--- src/rtl/flash_seq_pkg.sv ---
package flash_seq_pkg;

    localparam logic [7:0] K_UNLK_1   = 8'hAA;
    localparam logic [7:0] K_UNLK_2   = 8'h55;
    localparam logic [7:0] K_PROG     = 8'hA0;
    localparam logic [7:0] K_ERASE    = 8'h80;
    localparam logic [7:0] K_CHIP     = 8'h10;
    localparam logic [7:0] K_SECTOR   = 8'h30;
    localparam logic [7:0] K_HOLD     = 8'hB0;
    localparam logic [7:0] K_BYP_IN   = 8'h20;
    localparam logic [7:0] K_BYP_OUT1 = 8'h90;
    localparam logic [7:0] K_BYP_OUT2 = 8'h00;
    localparam logic [7:0] K_QUERY    = 8'h98;
    localparam logic [7:0] K_RESET    = 8'hF0;

    typedef enum logic [1:0] {
        OP_NONE   = 2'd0,
        OP_PROG   = 2'd1,
        OP_SECTOR = 2'd2,
        OP_CHIP   = 2'd3
    } op_kind_e;

    typedef enum logic [1:0] {
        RD_ARRAY  = 2'd0,
        RD_QUERY  = 2'd1,
        RD_STATUS = 2'd2
    } rd_sel_e;

    typedef enum logic [3:0] {
        S_READ, S_UNLK1, S_UNLK2, S_PSET,
        S_ERS1, S_ERS2, S_ERS3,
        S_QUERY, S_BYP, S_BYP_PSET, S_BYP_EXIT
    } seq_state_e;

    typedef struct packed {
        logic       valid;
        logic       first;
        logic       second;
        logic       at_base;
        logic [7:0] code;
    } wr_class_t;

    function automatic logic is_erase(op_kind_e k);
        return (k == OP_SECTOR) || (k == OP_CHIP);
    endfunction

endpackage

--- src/rtl/flash_wr_decode.sv ---
module flash_wr_decode
    import flash_seq_pkg::*;
#(
    parameter int          ADDR_W = 12,
    parameter logic [ADDR_W-1:0] BASE_A = 12'h555,
    parameter logic [ADDR_W-1:0] BASE_B = 12'h2AA
) (
    input  logic              we,
    input  logic [ADDR_W-1:0] addr,
    input  logic [7:0]        data,
    output wr_class_t         cls
);
    always_comb begin
        cls.valid   = we;
        cls.code    = data;
        cls.at_base = (addr == BASE_A);
        cls.first   = we && (addr == BASE_A) && (data == K_UNLK_1);
        cls.second  = we && (addr == BASE_B) && (data == K_UNLK_2);
    end
endmodule

--- src/rtl/flash_seq_fsm.sv ---
module flash_seq_fsm
    import flash_seq_pkg::*;
(
    input  logic      clk,
    input  logic      rst,
    input  wr_class_t cls,
    input  logic      busy,
    output logic      launch,
    output op_kind_e  launch_kind,
    output logic      query_on,
    output logic      bypass_on
);
    seq_state_e st_q, st_d;
    logic       take;

    assign take = cls.valid && !busy;

    always_comb begin
        st_d        = st_q;
        launch      = 1'b0;
        launch_kind = OP_NONE;
        if (take) begin
            case (st_q)
                S_READ: begin
                    if (cls.first)                 st_d = S_UNLK1;
                    else if (cls.code == K_QUERY)  st_d = S_QUERY;
                end
                S_UNLK1: st_d = cls.second ? S_UNLK2 : S_READ;
                S_UNLK2: begin
                    st_d = S_READ;
                    if (cls.at_base) begin
                        if (cls.code == K_PROG)        st_d = S_PSET;
                        else if (cls.code == K_ERASE)  st_d = S_ERS1;
                        else if (cls.code == K_BYP_IN) st_d = S_BYP;
                    end
                end
                S_PSET: begin
                    launch      = 1'b1;
                    launch_kind = OP_PROG;
                    st_d        = S_READ;
                end
                S_ERS1: st_d = cls.first  ? S_ERS2 : S_READ;
                S_ERS2: st_d = cls.second ? S_ERS3 : S_READ;
                S_ERS3: begin
                    st_d = S_READ;
                    if (cls.at_base && cls.code == K_CHIP) begin
                        launch      = 1'b1;
                        launch_kind = OP_CHIP;
                    end else if (cls.code == K_SECTOR) begin
                        launch      = 1'b1;
                        launch_kind = OP_SECTOR;
                    end
                end
                S_QUERY: if (cls.code == K_RESET) st_d = S_READ;
                S_BYP: begin
                    if (cls.code == K_PROG)          st_d = S_BYP_PSET;
                    else if (cls.code == K_BYP_OUT1) st_d = S_BYP_EXIT;
                end
                S_BYP_PSET: begin
                    launch      = 1'b1;
                    launch_kind = OP_PROG;
                    st_d        = S_BYP;
                end
                S_BYP_EXIT: st_d = (cls.code == K_BYP_OUT2) ? S_READ : S_BYP;
                default: st_d = S_READ;
            endcase
        end
    end

    always_ff @(posedge clk) begin
        if (rst) st_q <= S_READ;
        else     st_q <= st_d;
    end

    assign query_on  = (st_q == S_QUERY);
    assign bypass_on = (st_q == S_BYP) || (st_q == S_BYP_PSET) || (st_q == S_BYP_EXIT);
endmodule

--- src/rtl/flash_op_tracker.sv ---
module flash_op_tracker
    import flash_seq_pkg::*;
#(
    parameter int ADDR_W = 12
) (
    input  logic              clk,
    input  logic              rst,
    input  logic              wr_valid,
    input  logic [7:0]        wr_code,
    input  logic              launch,
    input  op_kind_e          launch_kind,
    input  logic [ADDR_W-1:0] launch_addr,
    input  logic [7:0]        launch_data,
    input  logic              algo_done,
    output logic              start,
    output op_kind_e          kind,
    output logic [ADDR_W-1:0] addr,
    output logic [7:0]        data,
    output logic              busy,
    output logic              held
);
    logic erasing;
    assign erasing = busy && is_erase(kind);

    always_ff @(posedge clk) begin
        if (rst) begin
            start <= 1'b0;
            kind  <= OP_NONE;
            addr  <= '0;
            data  <= '0;
            busy  <= 1'b0;
            held  <= 1'b0;
        end else begin
            start <= launch;
            if (launch) begin
                busy <= 1'b1;
                kind <= launch_kind;
                addr <= launch_addr;
                data <= launch_data;
            end else if (busy && !held && algo_done) begin
                busy <= 1'b0;
                kind <= OP_NONE;
            end
            if (erasing && wr_valid) begin
                if (!held && !algo_done && wr_code == K_HOLD) held <= 1'b1;
                else if (held && wr_code == K_SECTOR)         held <= 1'b0;
            end
        end
    end
endmodule

--- src/rtl/flash_cmd_seq.sv ---
module flash_cmd_seq
    import flash_seq_pkg::*;
#(
    parameter int          ADDR_W = 12,
    parameter logic [ADDR_W-1:0] BASE_A = 12'h555,
    parameter logic [ADDR_W-1:0] BASE_B = 12'h2AA
) (
    input  logic              clk,
    input  logic              rst,
    input  logic              bus_we,
    input  logic [ADDR_W-1:0] bus_addr,
    input  logic [7:0]        bus_wdata,
    input  logic              algo_done,
    output logic              op_start,
    output logic [1:0]        op_kind,
    output logic [ADDR_W-1:0] op_addr,
    output logic [7:0]        op_data,
    output logic              op_busy,
    output logic              erase_held,
    output logic              bypass_on,
    output logic [1:0]        rd_sel
);
    wr_class_t cls;
    logic      launch, query_on;
    op_kind_e  launch_kind, kind_q;
    rd_sel_e   sel;

    flash_wr_decode #(.ADDR_W(ADDR_W), .BASE_A(BASE_A), .BASE_B(BASE_B)) u_dec (
        .we(bus_we), .addr(bus_addr), .data(bus_wdata), .cls(cls)
    );

    flash_seq_fsm u_fsm (
        .clk(clk), .rst(rst), .cls(cls), .busy(op_busy),
        .launch(launch), .launch_kind(launch_kind),
        .query_on(query_on), .bypass_on(bypass_on)
    );

    flash_op_tracker #(.ADDR_W(ADDR_W)) u_trk (
        .clk(clk), .rst(rst),
        .wr_valid(bus_we), .wr_code(bus_wdata),
        .launch(launch), .launch_kind(launch_kind),
        .launch_addr(bus_addr), .launch_data(bus_wdata),
        .algo_done(algo_done),
        .start(op_start), .kind(kind_q), .addr(op_addr), .data(op_data),
        .busy(op_busy), .held(erase_held)
    );

    always_comb begin
        if (op_busy && !erase_held) sel = RD_STATUS;
        else if (query_on)          sel = RD_QUERY;
        else                        sel = RD_ARRAY;
    end

    assign op_kind = kind_q;
    assign rd_sel  = sel;
endmodule

--- config.mk ---
export PLATFORM = sky130hd
export DESIGN_NAME = flash_cmd_seq
export DESIGN_NICKNAME = d
export VERILOG_FILES = /design/src/rtl/flash_seq_pkg.sv /design/src/rtl/flash_wr_decode.sv /design/src/rtl/flash_seq_fsm.sv /design/src/rtl/flash_op_tracker.sv /design/src/rtl/flash_cmd_seq.sv
export SDC_FILE = /design/constraint.sdc
export NUM_CORES = 1
export LEC_CHECK = 0
export BUFFER_PORTS_ARGS = -buffer_cell sky130_fd_sc_hd__buf_2
export CORE_MARGIN = 1
export CORE_UTILIZATION = 40
export DETAILED_ROUTE_END_ITERATION = 10
export PLACE_DENSITY = 0.68
export SLEW_MARGIN = 20
export SYNTH_ARGS = -nofsm -noshare
export SYNTH_HDL_FRONTEND = slang
export SYNTH_SLANG_ARGS = --single-unit
--- constraint.sdc ---
create_clock -name clk -period 3 [get_ports clk]
set_input_delay 0.45 -clock clk [delete_from_list [all_inputs] [get_ports clk]]
set_output_delay 0.45 -clock clk [all_outputs]
set_load 0.05 [all_outputs]
* Yosys cells after proc, flatten, opt, wreduce, memory -nomap -nowiden
Index checks and enable logic that the tools add are counted.
** Word-level totals
- Bits in registers :: 29
** Operators by class
- Reduce and logical (&&, ||, !) cells :: 26
- Muxes and demuxes :: 30
- Equal/unequal tests :: 28
** Operator list (count)
- 8-bit == test, second input constant :: 7
- 4-bit two-way mux :: 10
- 4-bit case mux with 9 select lines :: 1
- 4-bit by 3-bit == test with 1-bit output, second input constant :: 4
- 8-bit by 6-bit == test with 1-bit output, second input constant :: 2
- 2-bit two-way mux :: 7
- 1-bit logical AND :: 13
- 12-bit by 10-bit == test with 1-bit output, second input constant :: 1
- 12-bit by 11-bit == test with 1-bit output, second input constant :: 1
- 4-bit == test, second input constant :: 3
- 4-bit by 2-bit == test with 1-bit output, second input constant :: 2
- 8-bit by 5-bit == test with 1-bit output, second input constant :: 1
- 8-bit by 7-bit == test with 1-bit output, second input constant :: 1
- 8-bit zero test :: 1
- 1-bit two-way mux :: 8
- 3-bit two-way mux :: 2
- 3-bit by 1-bit inequality test with 1-bit output, second input constant :: 2
- 2-bit == test, second input constant :: 2
- 4-bit by 1-bit == test with 1-bit output, second input constant :: 1
- 4-bit zero test :: 1
- 2-bit case mux with 2 select lines :: 1
- 4-bit AND reduction :: 1
- 2-bit nonzero test :: 2
- 1-bit zero test :: 3
- other kinds (5) :: 7

* Logic depth before layout (Yosys ltp)
- Depth in word-level cells :: 6
- Gate-level depth with buffers :: 8

* Hierarchy
From an unflattened synthesis, not the netlist that was laid out.
** Second synthesis, totals
- Cell total of the unflattened synthesis :: 189
- Area total of the unflattened synthesis :: 1680.4 µm²
** By module, submodules not included
- flash_op_tracker :: cells each 88, area an instance 934.6 µm², times used 1, seq. area each 500.5 µm²
- flash_seq_fsm :: cells each 74, area an instance 518.0 µm², times used 1, seq. area each 80.1 µm²
- flash_wr_decode :: cells each 25, area an instance 205.2 µm², times used 1, seq. area each 0.0 µm²
- flash_cmd_seq :: cells each 2, area an instance 22.5 µm², times used 1, seq. area each 0.0 µm²

* Worst setup path before layout
Ideal clock, no wire load.
- Kind :: register to output
- Start point :: register u_trk.busy
- End point :: output rd_sel[0]
- Buffers on the path :: 0
- Arrival time :: 1970 ps
- Data required time :: 2550 ps
- Slack :: 580 ps
- Stages on the path, launching flop included :: 3
- Cell sequence :: dfxtp_1 nor2b_1 nor2_1
** Between the ends
- Longest elaborated chain between the ends :: 2
** RTL lines
- from (decl) :: line flash_op_tracker.sv:19 : output logic busy,
- from (signal assigned) :: line flash_op_tracker.sv:31 : busy <= 1'b0;
- from (signal assigned) :: line flash_op_tracker.sv:36 : busy <= 1'b1;
- from (signal assigned) :: line flash_op_tracker.sv:41 : busy <= 1'b0;
- 1-bit logical AND :: line flash_cmd_seq.sv:49 : if (op_busy && !erase_held) sel = RD_STATUS;
- 2-bit two-way mux :: line flash_cmd_seq.sv:49
- to (decl) :: line flash_cmd_seq.sv:21 : output logic [1:0] rd_sel
Every way passes these cells.

* Final worst setup path
- Start point :: register u_fsm.st_q[1]
- End point :: register u_trk.addr[9]
** Between the ends
- Longest elaborated chain between the ends :: 4
** RTL lines
- from (decl) :: line flash_seq_fsm.sv:13 : seq_state_e st_q, st_d;
- from (signal assigned) :: line flash_seq_fsm.sv:72 : else st_q <= st_d;
- 4-bit by 2-bit == test with 1-bit output or 4-bit == test (tied branches) :: line flash_seq_fsm.sv:23 : case (st_q)
- 2-bit OR reduction (no source line)
- 1-bit case mux with 2 select lines * :: line flash_seq_fsm.sv:23
- 1-bit two-way mux * :: line flash_seq_fsm.sv:22 : if (take) begin
- to (signal assigned) :: line flash_op_tracker.sv:38 : addr <= launch_addr;
- to (decl) :: line flash_op_tracker.sv:17 : output logic [ADDR_W-1:0] addr,
Every way passes the cells marked *; elsewhere a longest branch is shown, timed or not.
A chain may end at the register's enable or synchronous reset.

==> metrics.txt <==
hold_sp=bus_addr[2]; Leak=0.784 nW; Crit Path Max Fanout=15; placed cell area=0.00177 sq mm; Final TNS setup=0 ps; ranking of synthesized cells by area=dfxtp_1, nand2_1, a21oi_1; critical path capture point type=flip-flop; setup violators final=0; synthesized area per cell=7.75 sq um; Initial Util=43.1%; most frequent cells in the layout=buf_2, nand2_1, dfxtp_1; Post-Route WL=3.93 mm; peak supply drop=0.302 mV; Die Y=63.2 um; gr ovfl total=0; Layout area overhead=25.8%; share of flip-flops with an asynchronous set or reset=0%; max-slew violations=0; ANT cells=0; clock sinks=29; syn nets=217; unrepaired setup endpoints after global routing=no; Worst EP arrival=2500 ps; top-area cell type share of the netlist area=38.8%; Die Area=0.00399 sq mm; slew margin rel.=60.1%; sequential share of the synthesized area=38.8%; Min-Delay Path Class=in2reg; reg2reg start=u_fsm.st_q[1]$_SDFFE_PP0P_; Worst-path clk slew=60 ps; Req. time, crit path=3150 ps; via/cell ratio=5.32; H-tree levels=2; Total GRT Usage=21.4%; crit path launch=u_fsm.st_q[1]$_SDFFE_PP0P_; die width=63.2 um; Hold Buf Count CTS=0; #FFs+latches synth=29; Max Cap Viol=0; P_int=0.000768 W; Fin. Hold Viols=0; Syn Inst Count=193; post-synth cell types=43; sequential cell fraction of total power=40.7%; crit path launch type=flip-flop; Clock Skews=2.18 ps; area leader, netlist=dfxtp_1; Hold Slack=417 ps; WL/cell=13.6 um; Syn Std Cell Area=0.00150 sq mm; power per standard cell area=581 mW/mm^2; RD Place Congestion=0.847; logic gate share of total power=21.0%; commonest non-fill, non-tap cell in the layout=buf_2; Max Clk Rate=425 MHz; Post-CTS Resized=0; largest net degree at the start of global routing=31; DRC viols=0; Clock Latency Late Sink=280 ps; Switch Pwr=0.000326 W; EDFF count, synth=0; initial antenna violation count=0; post-CTS setup buffer count=0; # rows=21; vias in the first global route=1412; FILL cells=372; share of post-route cells with drive strength above 1=26.0%; Pre-antenna DRT Iters=5; CTS tree=yes; CTS Buf Count=5; Bufs on Longest Clock Path=2; Worst Tran Pin Value=594 ps; DR vias=1533; PortBufs=51; minimum clock period=2350 ps; drt initial violations=80; final period utilization=78.5%; post-route cell area=0.00188 sq mm; CP Class=reg2reg; Root Buffer=clkbuf_8; I/O pins=52; main flop type after synthesis=dfxtp_1; first-pass GRT wire length=6.72 mm; Yosys Warn Count=0; Placeable Area=0.00347 sq mm; Clock Power Share=38.3%; status=finished clean; switching share of total power=29.8%; Final ANT Viol Nets=0; # nets final=265; Final HPWL DP=2.80 mm
==> power groups by stage <==
stage                     Sequential (W)  Clock [W]  Combinational [W]
final                           0.000445   0.000419           0.000230
after global placement          0.000452          0           0.000226
after CTS                       0.000444   0.000425           0.000232
after detailed placement        0.000452          0           0.000228
after global routing            0.000447   0.000445           0.000256
after floorplan                 0.000446          0           0.000173
==> critical path, stage by stage, from the launching register on <==
cell	delay [ps]
dfxtp_1	570
or4bb_1	550
nor4_2	220
o211a_1	240
o21ai_1	200
buf_4	290
nand2_1	80
a21oi_1	60
==> state kept, by name, indices dropped and copies added (netlist names) <==
signal,cells
u_trk.addr,12
u_fsm.st_q,4
u_trk.start,1
u_trk.busy,1
u_trk.data,8
u_trk.kind,2
u_trk.held,1
==> cells in the mapped netlist, types with 4 or more instances <==
library cell,instances
nand2_1,46
dfxtp_1,29
a21oi_1,26
clkbuf_1,6
nor2_1,6
o21ai_0,6
nor2b_1,5
buf_2,4
nand4b_1,4
nor3_1,4
nor4bb_1,4
o21ai_1,4
==> layout make-up <==
class	instances	area, sq um	share of cell area (%)
clock buffers	7	86.3	4.58
inverters	2	7.51	0.399
repair buffers	53	270	14.4
flip-flops and latches	29	581	30.8
well taps	46	57.6	3.06
clock inverters	1	30.0	1.59
multi-input cells	150	851	45.2
==> through the flow <==
stage | total power, W | worst slack [ps] | utilization, % | cells
final | 0.00109 | 646 | 54.3 | 288
after global routing | 0.00115 | 443 | 54.3 | 288
after CTS | 0.00110 | 644 | 54.3 | 288
after detailed placement | 0.000681 | 530 | 50.9 | 280
after global placement | 0.000678 | 624 | 50.9 | 280
after floorplan | 0.000619 | 580 | - | 193
==> routing by layer <==
metal	vias to the layer above	track usage, %	wire, um
met3	4	6.34	228
li1	779	-	-
met4	0	7.27	31
met1	694	29.0	1940
met5	-	0	0
met2	56	32.0	1730
==> logic make-up (layout without fill, tap and decap cells) <==
| kind of cell | count (synthesis) | after routing | share of synthesized area, % |
|---|---|---|---|
| mux | 1 | 1 | 0.669 |
| simple gates | 100 | 100 | 37.1 |
| flops | 29 | 29 | 38.8 |
| compound gates | 48 | 48 | 18.5 |
| xor+xnor | 1 | 1 | 0.585 |
| buf+inv | 14 | 63 | 4.35 |
==> path summary, 6_finish.rpt <==
kind / end / slack (ps) / cells past startpoint
max reg2reg: u_trk.addr[9]$_SDFFE_PP0P_ / 650 / 7
max: u_trk.addr[9]$_SDFFE_PP0P_ / 650 / 7
min: u_trk.addr[2]$_SDFFE_PP0P_ / 420 / 3
min reg2reg: u_trk.data[6]$_SDFFE_PP0P_ / 450 / 2
No activity file was read; power rests on OpenSTA's default activity.
